===== src/rtl/mcct_pkg.sv =====
package mcct_pkg;
  typedef enum logic [1:0] {
    MODE_HALT = 2'd0,
    MODE_UP   = 2'd1,
    MODE_FREE = 2'd2,
    MODE_UPDN = 2'd3
  } cnt_mode_e;

  localparam logic [5:0] ADR_CTRL  = 6'h00;
  localparam logic [5:0] ADR_CHCTL = 6'h02;
  localparam logic [5:0] ADR_COUNT = 6'h10;
  localparam logic [5:0] ADR_CHVAL = 6'h12;
  localparam logic [5:0] ADR_VEC   = 6'h2E;

  localparam int          PSC_W   = 3;
  localparam int          NSRC    = 4;
  localparam logic [15:0] VEC_OVF = 16'h000E;
endpackage


===== src/rtl/mcct_prescale.sv =====
module mcct_prescale
  import mcct_pkg::*;
#(
  parameter int SRCS  = NSRC,
  parameter int DIV_W = PSC_W,
  localparam int SW   = $clog2(SRCS)
) (
  input  logic            clk,
  input  logic            rst,
  input  logic [SRCS-1:0] tick_src,
  input  logic [SW-1:0]   src_sel,
  input  logic [1:0]      div_sel,
  input  logic            restart,
  output logic            adv
);
  logic [DIV_W-1:0] pcnt_q;
  logic [DIV_W-1:0] lim;
  logic             tick;

  always_comb begin
    lim  = DIV_W'((32'd1 << div_sel) - 32'd1);
    tick = tick_src[src_sel];
    adv  = tick && (pcnt_q >= lim);
  end

  always_ff @(posedge clk) begin
    if (rst || restart) begin
      pcnt_q <= '0;
    end else if (tick) begin
      if (pcnt_q >= lim) pcnt_q <= '0;
      else               pcnt_q <= pcnt_q + 1'b1;
    end
  end
endmodule


===== src/rtl/mcct_counter.sv =====
module mcct_counter
  import mcct_pkg::*;
#(
  parameter int CW = 16
) (
  input  logic          clk,
  input  logic          rst,
  input  cnt_mode_e     mode,
  input  logic [CW-1:0] top_val,
  input  logic          adv,
  input  logic          wr,
  input  logic [CW-1:0] wdata,
  output logic [CW-1:0] cnt,
  output logic [CW-1:0] cnt_nx,
  output logic          step,
  output logic          wrap
);
  localparam logic [CW-1:0] ONE = CW'(1);

  logic down_q, down_nx, wrap_c;

  always_comb begin
    cnt_nx  = cnt;
    down_nx = down_q;
    wrap_c  = 1'b0;
    unique case (mode)
      MODE_HALT: cnt_nx = cnt;
      MODE_UP: begin
        if (cnt >= top_val) begin
          cnt_nx = '0;
          wrap_c = 1'b1;
        end else begin
          cnt_nx = cnt + ONE;
        end
      end
      MODE_FREE: begin
        cnt_nx = cnt + ONE;
        wrap_c = &cnt;
      end
      MODE_UPDN: begin
        if (down_q) begin
          if (cnt <= ONE) begin
            cnt_nx  = '0;
            wrap_c  = 1'b1;
            down_nx = 1'b0;
          end else begin
            cnt_nx = cnt - ONE;
          end
        end else if (cnt >= top_val && cnt != '0) begin
          cnt_nx = cnt - ONE;
          if (cnt == ONE) wrap_c  = 1'b1;
          else            down_nx = 1'b1;
        end else begin
          cnt_nx = cnt + ONE;
        end
      end
      default: cnt_nx = cnt;
    endcase
    step = adv && !wr && (mode != MODE_HALT);
    wrap = step && wrap_c;
  end

  always_ff @(posedge clk) begin
    if (rst) begin
      cnt    <= '0;
      down_q <= 1'b0;
    end else begin
      if (wr)        cnt <= wdata;
      else if (step) cnt <= cnt_nx;
      if (mode != MODE_UPDN) down_q <= 1'b0;
      else if (step)         down_q <= down_nx;
    end
  end
endmodule


===== src/rtl/mcct_channel.sv =====
module mcct_channel #(
  parameter int DW = 16
) (
  input  logic          clk,
  input  logic          rst,
  input  logic          ctl_we,
  input  logic          val_we,
  input  logic [DW-1:0] wdata,
  input  logic [DW-1:0] cnt,
  input  logic [DW-1:0] cnt_nx,
  input  logic          step,
  input  logic          in_a,
  input  logic          in_b,
  input  logic          clr,
  output logic [DW-1:0] ctl_rd,
  output logic [DW-1:0] val_rd,
  output logic          flag
);
  logic [1:0]    edge_q, insel_q, insel_d;
  logic          capen_q, ovr_q, prev_q, in_now;
  logic          rise, fall, cap_hit, cmp_hit, flag_nx;
  logic [DW-1:0] val_q;

  function automatic logic pick(input logic [1:0] s, input logic a, input logic b);
    case (s)
      2'd0:    return a;
      2'd1:    return b;
      2'd2:    return 1'b0;
      default: return 1'b1;
    endcase
  endfunction

  always_comb begin
    insel_d = ctl_we ? wdata[13:12] : insel_q;
    in_now  = pick(insel_q, in_a, in_b);
    rise    = in_now && !prev_q;
    fall    = !in_now && prev_q;
    cap_hit = capen_q && ((edge_q[0] && rise) || (edge_q[1] && fall));
    cmp_hit = !capen_q && step && (cnt_nx == val_q);
    flag_nx = flag_q_sel();
  end

  function automatic logic flag_q_sel();
    logic f;
    f = flag;
    if (ctl_we) f = wdata[0];
    if (clr) f = 1'b0;
    if (cap_hit || cmp_hit) f = 1'b1;
    return f;
  endfunction

  always_ff @(posedge clk) begin
    if (rst) begin
      edge_q  <= '0;
      insel_q <= '0;
      capen_q <= 1'b0;
      ovr_q   <= 1'b0;
      flag    <= 1'b0;
      prev_q  <= 1'b0;
      val_q   <= '0;
    end else begin
      prev_q <= pick(insel_d, in_a, in_b);
      flag   <= flag_nx;
      if (ctl_we) begin
        edge_q  <= wdata[15:14];
        insel_q <= wdata[13:12];
        capen_q <= wdata[8];
        ovr_q   <= wdata[1];
      end
      if (cap_hit && flag) ovr_q <= 1'b1;
      if (cap_hit)     val_q <= cnt;
      else if (val_we) val_q <= wdata;
    end
  end

  assign ctl_rd = DW'({edge_q, insel_q, 3'b000, capen_q, 6'b000000, ovr_q, flag});
  assign val_rd = val_q;
endmodule


===== src/rtl/mcct_timer.sv =====
module mcct_timer
  import mcct_pkg::*;
#(
  parameter int NCH = 3,
  parameter int DW  = 16
) (
  input  logic           clk,
  input  logic           rst,
  input  logic           bus_sel,
  input  logic           bus_wr,
  input  logic [5:0]     bus_addr,
  input  logic [DW-1:0]  bus_wdata,
  output logic [DW-1:0]  bus_rdata,
  input  logic [3:0]     tick_src,
  input  logic [NCH-1:0] cap_a,
  input  logic [NCH-1:0] cap_b,
  output logic           ch0_flag,
  output logic           irq_pend
);
  cnt_mode_e     mode_q;
  logic [1:0]    div_q, src_q;
  logic          ovf_q, ovf_clr;
  logic          ctrl_we, cnt_we, vec_rd, adv, step, wrap;
  logic [DW-1:0] cnt_q, cnt_nx, ctrl_rd, vec_code, rd_mux;
  logic [NCH-1:0] flags, ch_clr, chctl_we, chval_we;
  logic [DW-1:0] ch_ctl [NCH];
  logic [DW-1:0] ch_val [NCH];

  assign ctrl_we = bus_sel && bus_wr && (bus_addr == ADR_CTRL);
  assign cnt_we  = bus_sel && bus_wr && (bus_addr == ADR_COUNT);
  assign vec_rd  = bus_sel && !bus_wr && (bus_addr == ADR_VEC);

  mcct_prescale #(.SRCS(NSRC), .DIV_W(PSC_W)) psc_i (
    .clk(clk), .rst(rst), .tick_src(tick_src), .src_sel(src_q),
    .div_sel(div_q), .restart(ctrl_we), .adv(adv)
  );

  mcct_counter #(.CW(DW)) cnt_i (
    .clk(clk), .rst(rst), .mode(mode_q), .top_val(ch_val[0]), .adv(adv),
    .wr(cnt_we), .wdata(bus_wdata), .cnt(cnt_q), .cnt_nx(cnt_nx),
    .step(step), .wrap(wrap)
  );

  // lowest-numbered channel wins; wrap flag only when no channel is pending
  always_comb begin
    vec_code = ovf_q ? VEC_OVF : '0;
    for (int i = NCH - 1; i >= 1; i--) begin
      if (flags[i]) vec_code = DW'(2 * i);
    end
    ovf_clr = vec_rd && (vec_code == VEC_OVF);
  end

  for (genvar g = 0; g < NCH; g++) begin : g_ch
    localparam logic [5:0] CTL_A = ADR_CHCTL + 6'(2 * g);
    localparam logic [5:0] VAL_A = ADR_CHVAL + 6'(2 * g);
    assign chctl_we[g] = bus_sel && bus_wr && (bus_addr == CTL_A);
    assign chval_we[g] = bus_sel && bus_wr && (bus_addr == VAL_A);
    if (g == 0) begin : g_own
      assign ch_clr[g] = 1'b0;
    end else begin : g_shared
      assign ch_clr[g] = vec_rd && (vec_code == DW'(2 * g));
    end
    mcct_channel #(.DW(DW)) ch_i (
      .clk(clk), .rst(rst), .ctl_we(chctl_we[g]), .val_we(chval_we[g]),
      .wdata(bus_wdata), .cnt(cnt_q), .cnt_nx(cnt_nx), .step(step),
      .in_a(cap_a[g]), .in_b(cap_b[g]), .clr(ch_clr[g]),
      .ctl_rd(ch_ctl[g]), .val_rd(ch_val[g]), .flag(flags[g])
    );
  end

  always_ff @(posedge clk) begin
    if (rst) begin
      mode_q <= MODE_HALT;
      div_q  <= '0;
      src_q  <= '0;
      ovf_q  <= 1'b0;
    end else begin
      if (ctrl_we) begin
        mode_q <= cnt_mode_e'(bus_wdata[5:4]);
        div_q  <= bus_wdata[7:6];
        src_q  <= bus_wdata[9:8];
      end
      if (wrap)         ovf_q <= 1'b1;
      else if (ovf_clr) ovf_q <= 1'b0;
      else if (ctrl_we) ovf_q <= bus_wdata[0];
    end
  end

  assign ctrl_rd = DW'({src_q, div_q, mode_q, 3'b000, ovf_q});

  always_comb begin
    rd_mux = '0;
    if (bus_addr == ADR_CTRL)  rd_mux = ctrl_rd;
    if (bus_addr == ADR_COUNT) rd_mux = cnt_q;
    if (bus_addr == ADR_VEC)   rd_mux = vec_code;
    for (int i = 0; i < NCH; i++) begin
      if (bus_addr == ADR_CHCTL + 6'(2 * i)) rd_mux = ch_ctl[i];
      if (bus_addr == ADR_CHVAL + 6'(2 * i)) rd_mux = ch_val[i];
    end
  end

  always_ff @(posedge clk) begin
    if (rst)                     bus_rdata <= '0;
    else if (bus_sel && !bus_wr) bus_rdata <= rd_mux;
  end

  assign ch0_flag = flags[0];
  assign irq_pend = ovf_q || (|flags[NCH-1:1]);
endmodule


===== config.mk =====
export PLATFORM = sky130hd
export DESIGN_NAME = mcct_timer
export DESIGN_NICKNAME = d
export VERILOG_FILES = /design/src/rtl/mcct_pkg.sv /design/src/rtl/mcct_prescale.sv /design/src/rtl/mcct_counter.sv /design/src/rtl/mcct_channel.sv /design/src/rtl/mcct_timer.sv
export SDC_FILE = /design/constraint.sdc
export NUM_CORES = 1
export LEC_CHECK = 0
export BUFFER_PORTS_ARGS = -buffer_cell sky130_fd_sc_hd__buf_2
export CAP_MARGIN = 10
export CORE_ASPECT_RATIO = 1.25
export CORE_MARGIN = 2
export CORE_UTILIZATION = 40
export DETAILED_ROUTE_END_ITERATION = 7
export HOLD_SLACK_MARGIN = 0.1
export SETUP_SLACK_MARGIN = 0.15
export SYNTH_ARGS = -nofsm -noshare
export SYNTH_HDL_FRONTEND = slang
export SYNTH_HIERARCHICAL = 1
export SYNTH_SLANG_ARGS = --single-unit

===== constraint.sdc =====
create_clock -name clk -period 5.54 [get_ports clk]
set_input_delay 0.831 -clock clk [delete_from_list [all_inputs] [get_ports clk]]
set_output_delay 0.831 -clock clk [all_outputs]
set_load 0.03 [all_outputs]

Word-level counts from Yosys, hierarchy flattened
Index checks and enable logic that the tools add are counted.
{"block": "op_classes", "n_addsub": 4, "order_cmp": 4, "n_eq_ne": 31, "shifts": 1, "muxes": 64, "reduce_logical": 87}
{"operator": "16-bit 2-to-1 mux", "n": 21}
{"operator": "16-bit one-hot mux with 4 select lines", "n": 1}
{"operator": "16-bit equality test", "n": 3}
{"operator": "1-bit logical AND", "n": 43}
{"operator": "1-bit 2-to-1 mux", "n": 27}
{"operator": "6-bit by 5-bit equality test with 1-bit output (second input constant)", "n": 4}
{"operator": "1-bit one-hot mux with 3 select lines", "n": 7}
{"operator": "2-bit nonzero test", "n": 9}
{"operator": "16-bit by 1-bit adder with 16-bit output (second input constant)", "n": 1}
{"operator": "16-bit by 1-bit equality test with 1-bit output (second input constant)", "n": 1}
{"operator": "16-bit by 2-bit equality test with 1-bit output (second input constant)", "n": 1}
{"operator": "16-bit by 3-bit equality test with 1-bit output (second input constant)", "n": 1}
{"operator": "16-bit by 4-bit equality test with 1-bit output (second input constant)", "n": 1}
{"operator": "2-bit equality test (second input constant)", "n": 8}
{"operator": "16-bit greater-or-equal comparator", "n": 1}
{"operator": "16-bit by 1-bit <= comparator with 1-bit output (second input constant)", "n": 1}
{"operator": "16-bit AND reduction", "n": 1}
{"operator": "16-bit nonzero test", "n": 1}
{"operator": "16-bit by 1-bit subtractor with 16-bit output (second input constant)", "n": 1}
{"operator": "2-bit by 1-bit equality test with 1-bit output (second input constant)", "n": 7}
{"operator": "2-bit logical NOT", "n": 7}
{"operator": "6-bit by 3-bit equality test with 1-bit output (second input constant)", "n": 2}
{"operator": "1-bit logical NOT", "n": 11}
{"operator": "10-bit 2-to-1 mux", "n": 1}
{"operator": "other kinds (17)", "n": 30}
{"block": "word_totals", "regBits": 115, "input_bits": 36, "output_inout_bits": 18, "word_cells": 220}

Depth between registers and ports, before layout
{"block": "logic_depth", "word_depth": 10, "mapped_depth": 16, "depth_no_buf": 14}

By module
The synthesis kept the hierarchy.
{"mod": "mcct_channel", "n_inst": 3, "cells_each": 146, "area_each_um2": 1376.3, "seq_area_each_um2": 480.5}
{"mod": "mcct_counter", "n_inst": 1, "cells_each": 354, "area_each_um2": 2438.6, "seq_area_each_um2": 340.3}
{"mod": "mcct_timer", "n_inst": 1, "cells_each": 292, "area_each_um2": 2095.8, "seq_area_each_um2": 460.4}
{"mod": "mcct_prescale", "n_inst": 1, "cells_each": 28, "area_each_um2": 247.7, "seq_area_each_um2": 60.1}

Least setup slack after synthesis
Ideal clock, no wire load.
{"block": "synth_timing", "path_type": "register -> register", "start": "register cnt_i.cnt[0]", "end": "register g_ch[0].ch_i.flag", "setup_time_ps": 75, "arrival_ps": 3612, "required_ps": 5465, "setup_slack_ps": 1853, "stages_incl_launch_ff": 17, "n_path_buf": 2, "period_less_slack_ps": 3687, "cell_sequence": "dfxtp_1 clkbuf_1 inv_1 ha_1 nand2b_1 a2111oi_0 o32a_1 nand2b_1 o21ai_1 buf_4 o22ai_1 o21ai_0 o21ai_0 xor2_1 nor4_1 nand4_1 o22ai_1"}
{"block": "synth_between", "elab_chain_cells": 9, "elab_cells_between_ends": 16, "classes_between": "add/sub (2); order compare (2); eq/ne (1); mux (6); reduce/logical (5)"}
{"item": "start: declaration", "line_no": "mcct_counter.sv:13", "source": "output logic [CW-1:0] cnt,"}
{"item": "start signal: assignment", "line_no": "mcct_counter.sv:68", "source": "if (wr) cnt <= wdata;"}
{"item": "start signal: assignment", "line_no": "mcct_counter.sv:69", "source": "else if (step) cnt <= cnt_nx;"}
{"item": "16-bit greater-or-equal comparator or 16-bit nonzero test (tied branches)", "line_no": "mcct_counter.sv:29, mcct_counter.sv:49"}
{"item": "1-bit logical AND", "line_no": "mcct_counter.sv:49", "source": "end else if (cnt >= top_val && cnt != '0) begin"}
{"item": "16-bit 2-to-1 mux", "line_no": "mcct_counter.sv:49"}
{"item": "16-bit 2-to-1 mux", "line_no": "mcct_counter.sv:41", "source": "if (down_q) begin"}
{"item": "16-bit one-hot mux with 4 select lines *", "line_no": "mcct_counter.sv:26", "source": "unique case (mode)"}
{"item": "named net cnt_nx[2]", "line_no": "mcct_timer.sv:24", "source": "logic [DW-1:0] cnt_q, cnt_nx, ctrl_rd, vec_code, rd_mux;"}
{"item": "16-bit equality test *", "line_no": "mcct_channel.sv:39", "source": "cmp_hit = !capen_q && step && (cnt_nx == val_q);"}
{"item": "1-bit logical AND *", "line_no": "mcct_channel.sv:39"}
{"item": "1-bit logical OR *", "line_no": "mcct_channel.sv:48", "source": "if (cap_hit || cmp_hit) f = 1'b1;"}
{"item": "1-bit 2-to-1 mux or 2-bit nonzero test (tied branches)"}
{"item": "end signal: assignment", "line_no": "mcct_channel.sv:63", "source": "flag <= flag_nx;"}
{"item": "end: declaration", "line_no": "mcct_channel.sv:17", "source": "output logic flag"}
The timed path passes the listed nets; every way through them passes the cells marked *.
A chain may end at the register's enable or synchronous reset.

Worst setup path in the final report
{"block": "layout_timing", "start": "register cnt_i.cnt[0]", "end": "register g_ch[2].ch_i.flag"}
{"block": "layout_between", "elab_chain_cells": 9, "elab_cells_between_ends": 16, "classes_between": "add/sub (2); order compare (2); eq/ne (1); mux (6); reduce/logical (5)"}
{"item": "16-bit greater-or-equal comparator or 16-bit nonzero test (tied branches)", "line_no": "mcct_counter.sv:29, mcct_counter.sv:49"}
{"item": "1-bit logical AND", "line_no": "mcct_counter.sv:49"}
{"item": "16-bit 2-to-1 mux", "line_no": "mcct_counter.sv:49"}
{"item": "16-bit 2-to-1 mux", "line_no": "mcct_counter.sv:41"}
{"item": "16-bit one-hot mux with 4 select lines *", "line_no": "mcct_counter.sv:26"}
{"item": "named net cnt_nx[3]", "line_no": "mcct_timer.sv:24"}
{"item": "16-bit equality test *", "line_no": "mcct_channel.sv:39"}
{"item": "1-bit logical AND *", "line_no": "mcct_channel.sv:39"}
{"item": "1-bit logical OR *", "line_no": "mcct_channel.sv:48"}
{"item": "3-bit nonzero test (no source line) or 1-bit 2-to-1 mux (tied branches)"}
{"item": "end signal: assignment", "line_no": "mcct_channel.sv:63"}
{"item": "end: declaration", "line_no": "mcct_channel.sv:17"}
Marked as above.

==> results.md <==
STA:
- The shortest period the worst path allows is 4.479 ns.
- The final clock skew is 0.009288 ns.
- The relative slew slack is 0.1563.
- The max-slew violation count is 0.
- The worst-margin pin slew is 1.264 ns.
- The number of endpoints failing setup at the final stage is 0.
- After routing, the total negative slack on setup checks comes to 0 ns.
- Setup repair after global routing left no endpoint under its margin.
- The maximum clock frequency is 223.3 MHz.
- Dividing the final minimum period by the clock period gives 0.8085.
- The final number of hold-violating endpoints is 0.

Floorplan:
- The initial cell density of the core is 0.4040.
- The die span in x is 137.5 um.
- The y dimension of the die is 170.9 um.
- During I/O placement, the number of pins put on the boundary was 54.
- The core region is 0.02206 mm2.
- The number of standard-cell rows in the floorplan is 61.
- The die area is 0.02350 mm2.

Synth:
- Sorting the synthesized cells by how often they occur yields dfxtp_1, a21oi_1, mux2i_1.
- The xor-xnor portion of the synthesized cell area is 0.05013.
- Counting distinct cell types in the post-synthesis netlist gives 90.
- The share of the Yosys chip area taken by registers is 0.2584.
- The share of flip-flops with an asynchronous set or reset is 0.
- The synthesized-area fraction occupied by and/or/nand/nor cells is 0.1911.
- Among all flip-flop cells after synthesis, the most frequent one is dfxtp_1.
- The fraction of post-synthesis cell area in the top cell type by area is 0.2584.
- The number of synthesized flops with an enable pin is 0.
- The average size of a mapped cell is 8.014 um2.
- Of the post-synthesis cell area, the part taken by muxes is 0.1024.
- Counting flops and latches in the post-synthesis netlist gives 115.
- After synthesis the cells add up to 0.008911 mm2.
- After synthesis, the cell types taking the most area are dfxtp_1, mux2i_1, a21oi_1, a211oi_1, xor2_1.
- By area, the combinational part of the netlist is dominated by compound AO/OA/AOI/OAI gates.
- Of the total synthesized cell area, the portion taken by full adders, half adders and majority gates is 0.03370.
- The most common cell in the netlist is dfxtp_1.
- The post-synthesis compound-gate area fraction was 0.2723.
- The top cell type by total area after synthesis is dfxtp_1.
- The cell count after synthesis came out at 1112.
- The number of warnings issued by yosys is 6.

Power and ir drop:
- In this run the power spent charging and discharging nets is 562.5 uW.
- The maximum vdd drop is 0.2016 mV.
- The share of total power dissipated in combinational logic is 0.070.
- The clock power share is 0.552.
- Of the total power, the share spent switching nets is 0.2544.
- The leakage power of the design is 0.003794 uW.
- The share of total power dissipated in sequential elements is 0.378.
- The cell-internal power is 1649 uW.
- The power per standard cell area is 224.7 mW/mm2.

GRT:
- The number of global-route vias before repair came to 8386.
- The initial antenna violation count is 0.
- The total global routing track utilization is 0.2973.
- Entering global routing, the biggest net connects 67 pins.
- The global-route wire length before repair is 52030 um.
- The sum of overflow across all layers after global routing is 0.

Placement:
- Buffers placed on the I/O ports in this run total 53.
- The wire-length estimate of the detail-placed layout is 25290 um.
- The final weighted congestion in routability-driven placement is 0.9746.

Layout:
- 0 antenna diodes ended up in the layout.
- The number of nets at the end of the flow is 1182.
- The utilization of the core after routing is 0.4461.
- The fraction of final layout cells with drive strength greater than 1 is 0.1489.
- From synthesis to final layout, the design area changed by 10.42%.

Routing:
- After detailed routing, the number of remaining DRC violations is 0.
- The average wire length per cell after detail routing is 24.49 um.
- The first routing iteration left 992 violations.
- The number of iterations in the first detailed-routing pass is 8.
- The detailed router placed 8959 vias in this run.
- Once detail routing completed, the nets flagged for antenna violations numbered 0.
- The total detailed-routing wirelength is 34720 um.
- The average vias per placed instance is 6.318.

Min path:
- The path type of the worst min-delay path is reg2reg.

Status:
- The run finished with clean final reports.

Critical path:
- STA classifies the critical path endpoint as a register.
- The critical path is of the reg2reg type.
- The slowest stage of the critical path is the dfxtp_1 cell.
- The signal arrival time at the worst endpoint is 4.83 ns.
- STA classifies the critical path startpoint as a register.
- The signal on the critical path passes through inv_1, ha_1, nand2b_1, a2111oi_0, o32a_1, nand2b_1, o21a_1, o32a_1, o22ai_1, o21ai_0, xor2_1, nor4_1, nand4_1, o22ai_1.
- In this design, the stage delay of the slowest critical-path cell is 0.72 ns.
- The critical-path maximum fanout is 17.
- Data on the critical path is required at its endpoint by 5.89 ns.

CTS:
- The sink count of the clock tree is 115.
- The maximum level of the CTS H-tree is 4.
- The clock passes through at most 2 buffers.
- The root buffer cell chosen for the clock tree is clkbuf_16.
- The clock tree from TritonCTS is done.
- The number of setup buffers added after CTS is 0.
- The number of buffers created by CTS is 17.
- The number of hold buffers added after cts is 0.
- Clock-pin slew was measured on the worst setup and hold paths at 0.06 ns.
- The post-cts resize count is 0.
- The later pin in the worst-skew pair is clocked with a latency of 0.43 ns.

Run:
- The max-cap violation count is 0.
-- routing by layer --
metal  track usage  wire, um  up-vias
met3       0.04533      2368       89
met4        0.1403      1526        0
met5             0         0        -
met2        0.4873     16430      441
met1        0.3802     14390     4321
li1              -         -     4108
-- per-stage QoR --
step | setup slack (ns) | hold slack, ns | power, uW | instance area [um2] | std cells
finish | 1.061 | 0.4470 | 2211 | 9839 | 1418
global route | 0.6497 | 0.4596 | 2268 | 9839 | 1418
CTS | 1.200 | 0.4497 | 2212 | 9839 | 1418
detailed placement | 1.210 | 0.4413 | 1005 | 9203 | 1386
global placement | 1.311 | 0.4415 | 1004 | 9203 | 1386
floorplan | 1.853 | 0.4668 | 956.3 | 9001 | 1136
-- cell type report --
type,count,area (um2)
multi-input cells,866,5922
clock inverters,14,197.7
well taps,283,354.1
fillers,2264,12220
clock buffers,18,439.2
inverters,43,161.4
flip-flops and latches,115,2302
repair buffers,79,462.9
-- critical path, delay by kind of cell (launching register included) --
kind,cells,cell delay [ns]
AO/OA/AOI/OAI,7,2.14
AND/OR/NAND/NOR,4,0.77
flip-flops,1,0.72
adder cells (fa/ha/maj),1,0.31
buffers and inverters,1,0.22
XOR/XNOR,1,0.21
-- sequential cells by signal (all words and copies together) (netlist names), 2 cells and up --
| register | count |
|---|---|
| g_ch.ch_i/val_rd | 48 |
| bus_rdata | 16 |
| cnt_i/cnt | 16 |
| g_ch.ch_i/edge_q | 6 |
| g_ch.ch_i/insel_q | 6 |
| g_ch.ch_i/capen_q | 3 |
| g_ch.ch_i/flag | 3 |
| g_ch.ch_i/ovr_q | 3 |
| g_ch.ch_i/prev_q | 3 |
| psc_i/pcnt_q | 3 |
| div_q | 2 |
| mode_q | 2 |
| src_q | 2 |
-- cell families (layout without fill, tap and decap cells) --
group	after synthesis	after routing
compound gates	361	361
simple gates	313	313
buf+inv	155	154
xor+xnor	51	51
fa+ha+maj	24	24
other cells	4	28
flops	115	115
mux	89	89
-- power by group through the flow --
stage / sequential (uW) / combinational [uW] / clock (uW)
final: 837 / 155 / 1220
after global routing: 837 / 165 / 1270
after CTS: 836 / 151 / 1220
after detailed placement: 855 / 150 / 0
after global placement: 855 / 150 / 0
after floorplan: 856 / 100 / 0
-- layout by cell type, fill, tap and decap left out, types with 8 or more instances in the layout --
cell type / count
dfxtp_1: 115
a21oi_1: 95
mux2i_1: 84
nor2_1: 75
nand2_1: 57
a211oi_1: 52
buf_2: 52
o21ai_0: 51
inv_1: 43
xor2_1: 41
nor3_1: 28
conb_1: 28
buf_4: 27
nand3_1: 26
ha_1: 24
o21ai_1: 22
o22ai_1: 22
a31oi_1: 18
clkbuf_16: 17
nand4_1: 14
nor4_1: 14
and3_1: 10
xnor2_1: 10
nand2b_1: 9
a21o_1: 9
nor2b_1: 8
nor2_2: 8
nor3b_1: 8
-- final timing paths --
kind                                   start                 to  slack, ns  cells past startpoint
worst min register to register  bus_rdata[0]       bus_rdata[0]       0.45                      2
worst max-delay path            cnt_i/cnt[0]  g_ch[2].ch_i/flag       1.06                     14
worst min-delay path            bus_rdata[0]       bus_rdata[0]       0.45                      2
worst max register to register  cnt_i/cnt[0]  g_ch[2].ch_i/flag       1.06                     14
(Power assumes the default switching activity.)
